File: config.mk
export PLATFORM = sky130hd
export DESIGN_NAME = pp_adder
export DESIGN_NICKNAME = d
export VERILOG_FILES = /design/src/rtl/pp_adder_pkg.sv /design/src/rtl/pp_carry_chain.sv /design/src/rtl/pp_rail_tree.sv /design/src/rtl/pp_adder.sv
export SDC_FILE = /design/constraint.sdc
export NUM_CORES = 1
export LEC_CHECK = 0
export ABC_AREA = 1
export CAP_MARGIN = 5
export CORE_ASPECT_RATIO = 0.7
export CORE_MARGIN = 5
export CORE_UTILIZATION = 40
export DETAILED_ROUTE_END_ITERATION = 10
export PLACE_DENSITY = 0.87
export SYNTH_ARGS = -nofsm -noshare
export SYNTH_HDL_FRONTEND = slang
export SYNTH_SLANG_ARGS = --single-unit
File: constraint.sdc
create_clock -name clk -period 6.7 [get_ports clk]
set_input_delay 2.01 -clock clk [delete_from_list [all_inputs] [get_ports clk]]
set_output_delay 2.01 -clock clk [all_outputs]
set_load 0.01 [all_outputs]
File: src/rtl/pp_adder_pkg.sv
package pp_adder_pkg;

    localparam int unsigned DATA_W = 32;
    localparam int unsigned LANE_W = 8;

    typedef struct packed {
        logic t;
        logic f;
    } rail_pair_t;

    // Two-rail merge: the output is complementary only if both inputs are.
    // The true rail carries the XOR of the input true rails.
    function automatic rail_pair_t rail_merge(input rail_pair_t x, input rail_pair_t y);
        rail_pair_t z;
        z.t = (x.t & y.f) | (x.f & y.t);
        z.f = (x.t & y.t) | (x.f & y.f);
        return z;
    endfunction

endpackage

File: src/rtl/pp_carry_chain.sv
module pp_carry_chain #(
    parameter int unsigned WIDTH = 32
) (
    input  logic [WIDTH-1:0] x,
    input  logic [WIDTH-1:0] y,
    output logic [WIDTH-1:0] cin
);
    // cin[i] is the carry entering bit i. The carry into bit 0 is tied low.
    assign cin[0] = 1'b0;

    for (genvar i = 1; i < WIDTH; i++) begin : g_ripple
        logic gen_b;
        logic prop_b;
        assign gen_b  = x[i-1] & y[i-1];
        assign prop_b = x[i-1] ^ y[i-1];
        assign cin[i] = gen_b | (prop_b & cin[i-1]);
    end

endmodule

File: src/rtl/pp_rail_tree.sv
module pp_rail_tree
    import pp_adder_pkg::*;
#(
    parameter int unsigned LEAVES = 8
) (
    input  logic [LEAVES-1:0] in_t,
    input  logic [LEAVES-1:0] in_f,
    output logic              out_t,
    output logic              out_f
);
    // Heap-ordered tree. Node j (j >= 1) is stored at index j-1,
    // its children are nodes 2j and 2j+1, and the leaves are nodes LEAVES..2*LEAVES-1.
    localparam int unsigned NODES = 2 * LEAVES - 1;

    rail_pair_t node [NODES];

    for (genvar i = 0; i < LEAVES; i++) begin : g_leaf
        assign node[LEAVES + i - 1] = '{t: in_t[i], f: in_f[i]};
    end

    for (genvar j = 1; j < LEAVES; j++) begin : g_merge
        assign node[j-1] = rail_merge(node[2*j-1], node[2*j]);
    end

    assign out_t = node[0].t;
    assign out_f = node[0].f;

endmodule

File: src/rtl/pp_adder.sv
module pp_adder
    import pp_adder_pkg::*;
#(
    parameter int unsigned WIDTH  = DATA_W,
    parameter int unsigned LANE   = LANE_W
) (
    input  logic                    clk,
    input  logic                    rst_n,
    input  logic [WIDTH-1:0]        op_a,
    input  logic [WIDTH-1:0]        op_b,
    input  logic [WIDTH/LANE-1:0]   par_a,
    input  logic [WIDTH/LANE-1:0]   par_b,
    input  logic [WIDTH-1:0]        flip_sum,
    input  logic [WIDTH-1:0]        flip_carry,
    output logic [WIDTH-1:0]        sum_o,
    output logic [WIDTH/LANE-1:0]   sum_par_o,
    output logic                    chk_t_o,
    output logic                    chk_f_o
);
    localparam int unsigned NLANE = WIDTH / LANE;
    localparam int unsigned NPAIR = 2 * NLANE;

    typedef struct packed {
        logic [WIDTH-1:0] sum;
        logic [NLANE-1:0] par;
        logic             chk_t;
        logic             chk_f;
    } out_state_t;

    out_state_t st_d, st_q;

    // Two independent carry chains.
    logic [WIDTH-1:0] cin_main, cin_dup, cin_used;

    pp_carry_chain #(.WIDTH(WIDTH)) u_chain_main (.x(op_a), .y(op_b), .cin(cin_main));
    pp_carry_chain #(.WIDTH(WIDTH)) u_chain_dup  (.x(op_a), .y(op_b), .cin(cin_dup));

    assign cin_used = cin_main ^ flip_carry;

    // Sum path.
    logic [WIDTH-1:0] sum_raw;
    assign sum_raw = op_a ^ op_b ^ cin_used ^ flip_sum;

    // Per-lane carry comparison. Its true rail is the lane carry parity.
    logic [NLANE-1:0] lane_ct, lane_cf;

    for (genvar k = 0; k < NLANE; k++) begin : g_lane
        pp_rail_tree #(.LEAVES(LANE)) u_carry_cmp (
            .in_t  (cin_used[k*LANE +: LANE]),
            .in_f  (~cin_dup[k*LANE +: LANE]),
            .out_t (lane_ct[k]),
            .out_f (lane_cf[k])
        );
    end

    // Parity prediction and recomputation.
    logic [NLANE-1:0] par_pred, par_calc;

    always_comb begin
        for (int k = 0; k < NLANE; k++) begin
            par_pred[k] = par_a[k] ^ par_b[k] ^ lane_ct[k];
            par_calc[k] = ^sum_raw[k*LANE +: LANE];
        end
    end

    // Final merge of sum-parity pairs and carry-comparison pairs.
    logic [NPAIR-1:0] leaf_t, leaf_f;
    logic             fin_t, fin_f;

    assign leaf_t = {lane_ct, par_pred};
    assign leaf_f = {lane_cf, ~par_calc};

    pp_rail_tree #(.LEAVES(NPAIR)) u_final_cmp (
        .in_t  (leaf_t),
        .in_f  (leaf_f),
        .out_t (fin_t),
        .out_f (fin_f)
    );

    always_comb begin
        st_d       = st_q;
        st_d.sum   = sum_raw;
        st_d.par   = par_pred;
        st_d.chk_t = fin_t;
        st_d.chk_f = fin_f;
    end

    always_ff @(posedge clk) begin
        if (!rst_n) begin
            st_q <= '{sum: '0, par: '0, chk_t: 1'b0, chk_f: 1'b1};
        end else begin
            st_q <= st_d;
        end
    end

    assign sum_o     = st_q.sum;
    assign sum_par_o = st_q.par;
    assign chk_t_o   = st_q.chk_t;
    assign chk_f_o   = st_q.chk_f;

endmodule

# Yosys cells after proc, flatten, opt, wreduce, memory -nomap -nowiden
# Cells that the tools add are included.
# W data, S select, Z words.
# word_totals
regBits	38
inputBits	138
output_inout_bits	38
wordCells	356
# op_classes
bitwise_logic	348
reduce_logical	4
# ops
op	count
$and A1 B1 Y1	201
$xor A32 B32 Y32	4
$or A1 B1 Y1	100
$xor A1 B1 Y1	38
$not A8 Y8	4
$reduce_xor A8 Y1	4
$not A4 Y4	1

# Logic depth before layout (Yosys ltp)
# Gate-level depths: netlist of the first run.
# logic_depth
ltp_word	75
depth_mapped	76
ltp_nobuf	76

# Cells and area by module
# Synthesis of the first run repeated with hierarchy kept, for this count alone.
# unflattened
cells_unflattened	1243
hier_area_um2	6782.8
# by_module_without_submodules
module	n_inst	cells_per_inst	area_per_inst_um2	seq_area_each_um2
pp_adder	1	783	4190.3	760.7
pp_carry_chain	2	125	883.3	0.0
pp_rail_tree	5	42	165.2	0.0

# Worst setup path after synthesis of the first run
# Ideal clock, no wire load.
# synth_timing
path_type	input -> register
from	in op_a[1]
to	reg st_q, in the netlist chk_t_o
setup_time_ns	0.066
arrival_ns	6.899
t_required_ns	6.634
setup_slack_ns	-0.265
path_stages	65
n_path_buf	0
path_cell_list	ha_1 nand2_2 nand2_4 nand2_4 nand2_4 nand2_4 nand2_4 nand2_4 nand2_4 nand2_4 nand2_4 nand2_4 nand2_4 nand2_4 nand2_4 nand2_4 nand2_4 nand2_4 (+29 left out) nand2_2 nand2_4 xnor2_1 xor2_1 xor2_1 xor2_1 nand2_1 nand2_1 nand3_1 nand3b_1 nand2_1 nand2_1 nand3_1 nand2_1 nand2_1 nand2_2 nand2_2 a21oi_2
# synth_between
elab_chain_len	75
word_cells_on_any_way	280
classes_between	bitwise: 276; reduce/logical: 4
# synth_rtl
item	line	rtl
from (decl)	pp_adder.sv:9	input logic [WIDTH-1:0] op_a,
$xor A1 B1 Y1	pp_carry_chain.sv:15	assign prop_b = x[i-1] ^ y[i-1];
$and A1 B1 Y1	pp_carry_chain.sv:16	assign cin[i] = gen_b | (prop_b & cin[i-1]);
$or A1 B1 Y1	pp_carry_chain.sv:16	
$and A1 B1 Y1	pp_carry_chain.sv:16	
$or A1 B1 Y1	pp_carry_chain.sv:16	
$and A1 B1 Y1	pp_carry_chain.sv:16	
$or A1 B1 Y1	pp_carry_chain.sv:16	
$and A1 B1 Y1	pp_carry_chain.sv:16	
(+59 left out)	-	
$or A1 B1 Y1	pp_adder_pkg.sv:15	z.t = (x.t & y.f) | (x.f & y.t);
$xor A1 B1 Y1	pp_adder.sv:61	par_pred[k] = par_a[k] ^ par_b[k] ^ lane_ct[k];
$and A1 B1 Y1, on equally long branches	pp_adder_pkg.sv:16, pp_adder_pkg.sv:15	
$or A1 B1 Y1, on equally long branches	pp_adder_pkg.sv:16, pp_adder_pkg.sv:15	
$and A1 B1 Y1, on equally long branches	pp_adder_pkg.sv:15, pp_adder_pkg.sv:16	
$or A1 B1 Y1, on equally long branches	pp_adder_pkg.sv:15, pp_adder_pkg.sv:16	
$and A1 B1 Y1	pp_adder_pkg.sv:15	
$or A1 B1 Y1 *	pp_adder_pkg.sv:15	
to (signal assigned)	pp_adder.sv:90	st_q <= '{sum: '0, par: '0, chk_t: 1'b0, chk_f: 1'b1};
to (signal assigned)	pp_adder.sv:92	st_q <= st_d;
to (decl)	pp_adder.sv:30	out_state_t st_d, st_q;
# Every way passes the cells marked *; elsewhere a longest branch is shown, timed or not.
# A chain may end at the register's enable or synchronous reset.

# Worst setup path after layout of the first run
# layout_timing
from	in op_b[1]
to	reg st_q, in the netlist chk_t_o
# layout_between
elab_chain_len	75
word_cells_on_any_way	280
classes_between	bitwise: 276; reduce/logical: 4
# layout_rtl
item	line	rtl
from (decl)	pp_adder.sv:10	input logic [WIDTH-1:0] op_b,
$xor A1 B1 Y1	pp_carry_chain.sv:15	
$and A1 B1 Y1	pp_carry_chain.sv:16	
$or A1 B1 Y1	pp_carry_chain.sv:16	
$and A1 B1 Y1	pp_carry_chain.sv:16	
$or A1 B1 Y1	pp_carry_chain.sv:16	
$and A1 B1 Y1	pp_carry_chain.sv:16	
$or A1 B1 Y1	pp_carry_chain.sv:16	
$and A1 B1 Y1	pp_carry_chain.sv:16	
(+59 left out)	-	
$or A1 B1 Y1	pp_adder_pkg.sv:15	
$xor A1 B1 Y1	pp_adder.sv:61	
$and A1 B1 Y1, on equally long branches	pp_adder_pkg.sv:16, pp_adder_pkg.sv:15	
$or A1 B1 Y1, on equally long branches	pp_adder_pkg.sv:16, pp_adder_pkg.sv:15	
$and A1 B1 Y1, on equally long branches	pp_adder_pkg.sv:15, pp_adder_pkg.sv:16	
$or A1 B1 Y1, on equally long branches	pp_adder_pkg.sv:15, pp_adder_pkg.sv:16	
$and A1 B1 Y1	pp_adder_pkg.sv:15	
$or A1 B1 Y1 *	pp_adder_pkg.sv:15	
# Marks and branches as above.

==> Flow_metrics.wiki, run 1 <==
{| class="wikitable"
! Metric !! Value
|-
| Outcome || finished with violations
|-
| Violated checks || negative setup slack
|-
| Kind of start point of the critical path || input port
|-
| Die extent in y || about 95 µm
|-
| Final period demand of the worst path || between 7 and 8 ns
|-
| Number of pins exceeding their max-slew limit in the final report || 0
|-
| I/O pin count || around 180
|-
| Area growth from synthesis to layout || 72.0%
|-
| Total negative setup slack || -0.767 ns
|-
| Vias in the first global route || about 4.7k
|-
| Horizontal die dimension || roughly 130 µm
|-
| Final hold violation count || 0
|-
| Count of unique library cells instantiated by Yosys || 22
|-
| Synthesized area || a little over 4000 µm²
|-
| Most common cell type on the critical path || sky130_fd_sc_hd__nand2_4
|-
| Synthesized area per cell || 7.85 µm²
|-
| Startpoint of the most critical setup path || op_b[1]
|-
| Compound-Gate Fraction of Synth Area || 8.24%
|-
| Post-synthesis adder-cell area fraction || approximately a tenth
|-
| Starting Density || approximately two fifths
|-
| CP arrival || ~7.2 ns
|-
| RSZ-0062 raised after global routing || true
|-
| Fraction of synthesized cell area in xor and xnor cells || about a quarter
|-
| Design Area, Final || ~7100 µm²
|-
| Simple-gate share of the synthesized area || 28.4%
|-
| Mux cell area share after synthesis || 0%
|-
| Worst hold slack across all endpoints || approximately 2.3 ns
|-
| Layout cell share with drive strength beyond 1 || a little over a quarter
|-
| Largest family of logic cells by synthesized area || simple AND/OR/NAND/NOR gates
|-
| DR pass1 iterations || 4
|-
| Standard cell core area || ~10000 µm²
|-
| Cell taking the most area after synthesis || sky130_fd_sc_hd__dfxtp_1
|-
| Critical setup path kind || input port to flip-flop
|-
| Root buffer cell || sky130_fd_sc_hd__clkbuf_16
|-
| Largest voltage drop on the vdd net || roughly 0.13 mV
|-
| Min-Delay Path Class || input port to flip-flop
|-
| Num rows || 31
|-
| Worst max-slew margin expressed relative to the limit || about half
|-
| Final global-route overflow total || 0
|-
| CP max FO || 3
|-
| Count of hold buffers inserted by post-cts repair || 0
|-
| Leading cell types in the layout, fill and taps excluded || sky130_fd_sc_hd__clkdlybuf4s50_1, sky130_fd_sc_hd__inv_1, sky130_fd_sc_hd__buf_4
|-
| Pin count of the biggest net entering global routing || 38
|-
| Placer's final routability congestion estimate || 0.837
|-
| Most frequent standard cell in the layout excluding fill and tap cells || sky130_fd_sc_hd__clkdlybuf4s50_1
|-
| Dominant cells by area after synthesis || sky130_fd_sc_hd__dfxtp_1, sky130_fd_sc_hd__xor2_1, sky130_fd_sc_hd__nand2_4, sky130_fd_sc_hd__ha_1, sky130_fd_sc_hd__xnor2_1
|-
| Yosys reg bits || 38
|-
| Transition time at the pin with the least slew margin || ~0.74 ns
|-
| Max-capacitance violation count || 0
|-
| Synth Instances || about 520
|-
| Multi-input logic area || 3310 µm²
|-
| Count of fill cells added during filler insertion || around 760
|-
| Net Count, Synth || 693
|-
| HPWL reported at the end of detailed placement || around 10000 µm
|-
| Number of buffers on the longest clock path || 2
|-
| Antenna diode count || 0
|-
| Minimum setup slack in the final design || -0.319 ns
|-
| Number of setup violations in the final report || 3
|-
| Clock sinks || 38
|-
| Pleak || 3.46 nW
|-
| CTS buffer count || 5
|-
| Initial antenna violation count || 0
|-
| Number of DRC markers after the initial detailed-route iteration || approximately 130
|-
| Synth top area share || 18.5%
|-
| Kind of capture point of the worst setup path || flip-flop
|-
| Total power draw || 1.81 mW
|-
| Worst-path cell with the longest stage delay || sky130_fd_sc_hd__ha_4
|-
| Area of the die || roughly 12000 µm²
|-
| Post-route antenna net violation count || 0
|-
| Final critical-path share of the clock period || 105%
|-
| Area taken by flip-flops and latches || around 760 µm²
|-
| Routed wire length || about 14000 µm
|-
| Final layout net count || approximately 950
|-
| Wire length of the first global-routing pass || around 21000 µm
|-
| Routed wirelength normalized by instance count || approximately 15 µm
|-
| Via/cell ratio || ~4.8
|-
| Peak Freq || about 140 MHz
|-
| Synth Warn # || 0
|-
| Clock Pin Slew Worst Setup and Hold Paths || roughly 0.06 ns
|-
| TritonCTS clock tree || built
|-
| Fraction of the yosys area taken by sequential cells || between 10% and 20%
|-
| GR Util All Layers || 20.7%
|-
| Worst stage delay on the critical path || 0.27 ns
|-
| Count of port buffers added during placement || 175
|-
| Overall via count from detail_route || between 4k and 5k
|-
| Total DRC errors in the routed layout || 0
|-
| Cell area after placement || approximately 6400 µm²
|-
| CP endpoint || chk_t_o
|-
| Pwr/cell area || about 260 nW/µm²
|-
| H-tree levels || 2
|-
| Data required time at the worst endpoint || 6.91 ns
|}
## metal layers
layer	vias to the layer above	global-route usage (%)	routed length, µm
li1	2153	-	-
met1	2012	22.2	5290
met2	169	40.3	7110
met3	50	4.95	768
met4	0	6.57	453
met5	-	0	0
## how the worst min path moves through the flow
stage                        from  endpoint  slack [ns]  cells past startpoint
final                     op_a[0]  sum_o[0]        2.26                      4
after global placement      rst_n   chk_f_o        2.57                      2
after floorplan             rst_n   chk_f_o        2.09                      1
after detailed placement    rst_n   chk_f_o        2.57                      2
after global routing      op_a[0]  sum_o[0]        2.26                      4
after CTS                 op_b[0]  sum_o[0]        2.25                      4
## sequential cells by signal (all words and copies together) (netlist names)
signal / cells
chk_f_o: 1
chk_t_o: 1
sum_o: 32
sum_par_o: 4
## Yosys cell counts, drive strengths merged
master and count:
clkbuf 2, clkinv 1, inv 92, nand3b 2, o21ai 2, ha 31
nand3 13, xor2 80, buf 1, a21oi 4, nand2 132, o22ai 46
nor2 35, a22o 2, xnor2 43, dfxtp 38
## metrics by stage
stage | setup slack, ns | utilization (%) | std cells
6_report | -0.319 | 69.4 | 916
5_1_grt | -0.681 | 69.4 | 916
4_1_cts | -0.299 | 66.9 | 903
3_5_place_dp | -0.925 | 62.9 | 878
3_3_place_gp | -0.605 | 62.9 | 878
2_1_floorplan | -0.196 | - | 524
## critical path: cells and delay by family
family	cells	cell delay, ns
adder cells (fa/ha/maj)	1	0.27
AO/OA/AOI/OAI	1	0.13
AND/OR/NAND/NOR	71	4.55
buffers and inverters	2	0.24
## what timing repair did
item	4_1_cts	5_1_grt
pin swaps	36	41
resized for setup	50	36
setup buffers	18	13
endpoints found under the setup margin	3	5
hold endpoints to repair	0	0
## report_power, final
group / internal [mW] / switching, mW
Clock: 0.148 / 0.0978
Combinational: 0.586 / 0.685
Sequential: 0.275 / 0.0144
## cell type report
cell class | count | area share [%]
Multi-Input combinational cell | 390 | 46.7
Timing Repair Buffer | 255 | 33.1
Sequential cell | 38 | 10.7
Inverter | 93 | 4.97
Tap cell | 132 | 2.33
Clock buffer | 7 | 2.02
Clock inverter | 1 | 0.0707
## logic make-up after synthesis
kind of cell    Yosys count
buf+inv                  96
simple gates            182
fa+ha+maj                31
flops                    38
xor+xnor                123
compound gates           54
(Power assumes the default switching activity.)
==> run 2: changes to the inputs <==
- CORE_UTILIZATION: 40 -> 46
- SKIP_LAST_GASP: default -> 1
- SYNTH_HIERARCHICAL: default -> 1
==> run 2 against run 1 <==
The run still ends with negative setup slack left. Worst hold slack better by 0.088 ns. Die area up 39%. Largest cell class unchanged. Synthesized cell count rose by 140%. Critical endpoint is now chk_f_o. Worst setup slack worse by 0.43 ns. Count of clock-buffer cells in the layout fell by 2.
==> Flow_metrics.wiki, run 2 <==
{| class="wikitable"
! Metric !! Value
|-
| Clock Pin Slew Worst Setup and Hold Paths || 0.06 ns (about the same)
|-
| Routed wire length || 19600 µm (+44%)
|-
| I/O pin count || 176 (unchanged)
|-
| CTS buffer count || 5 (unchanged)
|-
| Standard cell core area || 14600 µm² (+43%)
|-
| Final hold violation count || 0 (unchanged)
|-
| Fraction of the yosys area taken by sequential cells || 11.2% (-7.3 points)
|-
| Sequential power share || 16.0% (about the same)
|-
| Area of the die || 17300 µm² (+39%)
|-
| Critical setup path kind || input port to flip-flop
|-
| Worst-case hold path end point || chk_t_o
|-
| Worst max-slew margin expressed relative to the limit || 46.2% (-4.7 points)
|-
| Part of the total power dissipated in combinational logic || 67.2% (-3.2 points)
|-
| HPWL reported at the end of detailed placement || 16500 µm (+57%)
|-
| Synthesized area || 6780 µm² (+65%)
|-
| Worst stage delay on the critical path || 0.28 ns (about the same)
|-
| Number of buffers and inverters on the critical path || 2 (unchanged)
|-
| Most used DFF post-synth || sky130_fd_sc_hd__dfxtp_1
|-
| Final critical-path share of the clock period || 111% (+6.4 points)
|-
| Wire length of the first global-routing pass || 32300 µm (+51%)
|-
| Number of DRC markers after the initial detailed-route iteration || 272 (+110%)
|-
| Largest voltage drop on the vdd net || 0.0988 mV (-24%)
|-
| Minimum setup slack in the final design || -0.747 ns (-0.428 ns)
|-
| Final layout net count || 1737 (+82%)
|-
| Num rows || 37 (+19%)
|-
| Fraction of power consumed by the clock network || 16.9% (+3.3 points)
|-
| Root buffer cell || sky130_fd_sc_hd__clkbuf_16
|-
| Count of unique library cells instantiated by Yosys || 23 (+4.5%)
|-
| Outcome || finished with violations
|-
| Kind of start point of the critical path || input port
|-
| Overall via count from detail_route || 8155 (+86%)
|-
| Worst Hold Launch || rst_n
|-
| Leading cell types in the layout, fill and taps excluded || sky130_fd_sc_hd__nand2_1, sky130_fd_sc_hd__inv_1, sky130_fd_sc_hd__clkdlybuf4s50_1
|-
| Die extent in y || 112 µm (+18%)
|-
| Pleak || 5.74 nW (+66%)
|-
| Number of setup violations in the final report || 3 (unchanged)
|-
| CP top delay family || simple AND/OR/NAND/NOR gates
|-
| Worst-path cell with the longest stage delay || sky130_fd_sc_hd__or2_2
|-
| Most frequent standard cell in the layout excluding fill and tap cells || sky130_fd_sc_hd__nand2_1
|-
| Synth Instances || 1243 (+140%)
|-
| CP arrival || 7.63 ns (+0.41 ns)
|-
| Final Core Density || 67.9% (-1.4 points)
|-
| Pwr/cell area || 172 nW/µm² (-33%)
|-
| CP max FO || 3 (unchanged)
|-
| Number of enable flip-flop cells after synthesis || 0 (unchanged)
|-
| Dominant cells by area after synthesis || sky130_fd_sc_hd__nand2_1, sky130_fd_sc_hd__nand2_2, sky130_fd_sc_hd__dfxtp_1, sky130_fd_sc_hd__ha_1, sky130_fd_sc_hd__inv_1
|-
| TritonCTS clock tree || built
|-
| Routed wirelength normalized by instance count || 11.3 µm (-24%)
|-
| Final period demand of the worst path || 7.45 ns (+0.428 ns)
|-
| Number of flip-flops in the largest register || 32 (unchanged)
|-
| Total power draw || 1.70 mW (-5.7%)
|-
| Via/cell ratio || 4.70 (-1.8%)
|-
| Synth Warn # || 6 (+6)
|-
| Violated checks || negative setup slack
|-
| GR Util All Layers || 21.7% (+0.97 points)
|-
| RSZ-0062 raised after global routing || true
|-
| Area growth from synthesis to layout || 46.1%
|-
| Pin count of the biggest net entering global routing || 38 (unchanged)
|-
| Count of port buffers added during placement || 175 (unchanged)
|-
| Final global-route overflow total || 0 (unchanged)
|-
| Post-route antenna net violation count || 0 (unchanged)
|-
| Peak Freq || 134 MHz (-5.7%)
|-
| H-tree levels || 2 (unchanged)
|-
| Vias in the first global route || 7805 (+65%)
|-
| Placer's final routability congestion estimate || 0.857 (+2.4%)
|-
| Switching power || 0.750 mW (-5.9%)
|-
| Starting Density || 46.5% (+6.2 points)
|-
| Cell taking the most area after synthesis || sky130_fd_sc_hd__nand2_1
|-
| Yosys reg bits || 38 (unchanged)
|-
| Synth top area share || 31.8% (+13 points)
|-
| Number of pins exceeding their max-slew limit in the final report || 0 (unchanged)
|-
| Initial antenna violation count || 0 (unchanged)
|-
| Horizontal die dimension || 155 µm (+18%)
|-
| Transition time at the pin with the least slew margin || 0.806 ns (+0.0705 ns)
|-
| Most numerous cell in the Yosys netlist || sky130_fd_sc_hd__nand2_1
|-
| Most numerous cell types in the synthesized netlist || sky130_fd_sc_hd__nand2_1, sky130_fd_sc_hd__inv_1, sky130_fd_sc_hd__nand2_2
|-
| Layout cell share with drive strength beyond 1 || 21.0% (-6.1 points)
|-
| Min-Delay Path Class || input port to flip-flop
|-
| Most common cell type on the critical path || sky130_fd_sc_hd__nand2_2
|-
| Net Count, Synth || 1441 (+110%)
|-
| Antenna diode count || 0 (unchanged)
|-
| Total DRC errors in the routed layout || 0 (unchanged)
|-
| Internal || 0.953 mW (-5.5%)
|-
| Post-synth ARST share || 0% (unchanged)
|-
| Instance count along the most critical hold path || 3 (-1)
|-
| Switching power share of the total || 44.0% (-0.11 points)
|-
| Data required time at the worst endpoint || 6.88 ns (-0.03 ns)
|-
| Synthesized area per cell || 5.46 µm² (-31%)
|-
| Number of buffers on the longest clock path || 2 (unchanged)
|-
| Kind of capture point of the worst setup path || flip-flop
|-
| Clock sinks || 38 (unchanged)
|-
| DR pass1 iterations || 5 (+1)
|-
| Count of fill cells added during filler insertion || 1264 (+65%)
|-
| Max-capacitance violation count || 0 (unchanged)
|}
-- run 2: tightest hold or removal path, cell delays in order --
cell,delay [ns]
sky130_fd_sc_hd__clkdlybuf4s50_1,0.47
sky130_fd_sc_hd__nand2_1,0.08
sky130_fd_sc_hd__inv_1,0.03
-- run 2: power groups by stage --
stage	logic, mW	registers [mW]	clock network [mW]
after floorplan	0.658	0.293	0
after global placement	1.06	0.276	0
after detailed placement	1.10	0.277	0
after CTS	1.12	0.272	0.296
after global routing	1.28	0.275	0.303
final	1.14	0.272	0.287
-- run 2: layout make-up --
type | instances | area (µm²) | share of cell area (%)
repair buffers | 296 | 2660 | 26.9
well taps | 195 | 244 | 2.46
inverters | 190 | 713 | 7.20
clock inverters | 3 | 40.0 | 0.404
flip-flops and latches | 38 | 761 | 7.68
multi-input cells | 1008 | 5360 | 54.1
clock buffers | 5 | 125 | 1.26
-- run 2: cells by family (layout without fill, tap and decap cells) --
logic type               Yosys count  count (layout)  synth area share (%)
AND/OR/NAND/NOR                  886             886                  58.2
buffers and inverters            197             494                  11.1
adder cells (fa/ha/maj)           60              60                  11.1
XOR/XNOR                          58              58                  8.15
flip-flops                        38              38                  11.2
other                              2               2                 0.111
AO/OA/AOI/OAI                      2               2                 0.148
-- run 2: timing repair --
action	4_1_cts	5_1_grt
hold buffers	0	0
resized for setup	24	9
endpoints found under the setup margin	8	9
pin swaps	31	39
buffers inserted	14	11
hold endpoints to repair	0	0
-- run 2: how the worst max path moves through the flow --
| stage | slack, ns | to | start | depth (start not counted) |
|---|---|---|---|---|
| global route | -1.28 | chk_f_o | op_b[1] | 79 |
| floorplan | -0.87 | chk_f_o | op_a[1] | 77 |
| finish | -0.75 | chk_f_o | op_a[1] | 77 |
| detailed placement | -1.47 | chk_f_o | op_b[1] | 78 |
| global placement | -1.21 | chk_f_o | op_b[1] | 78 |
| CTS | -0.74 | chk_f_o | op_a[1] | 78 |
-- run 2: metrics by stage --
stage	hold slack, ns	area [µm²]	setup slack (ns)	std cells	TNS [ns]
after floorplan	2.10	6820	-0.875	1243	-2.08
after global placement	2.68	9500	-1.21	1702	-4.39
after detailed placement	2.67	9500	-1.47	1702	-6.54
after CTS	2.35	9790	-0.737	1724	-1.73
after global routing	2.41	9910	-1.28	1735	-3.96
final	2.35	9910	-0.747	1735	-1.71
-- run 2: routing by layer --
layer	vias to the layer above	wire (µm)	global-route usage [%]
met5	-	0	0
met1	3587	8810	26.8
li1	4311	-	-
met2	214	9260	38.8
met3	43	943	2.56
met4	0	592	7.53
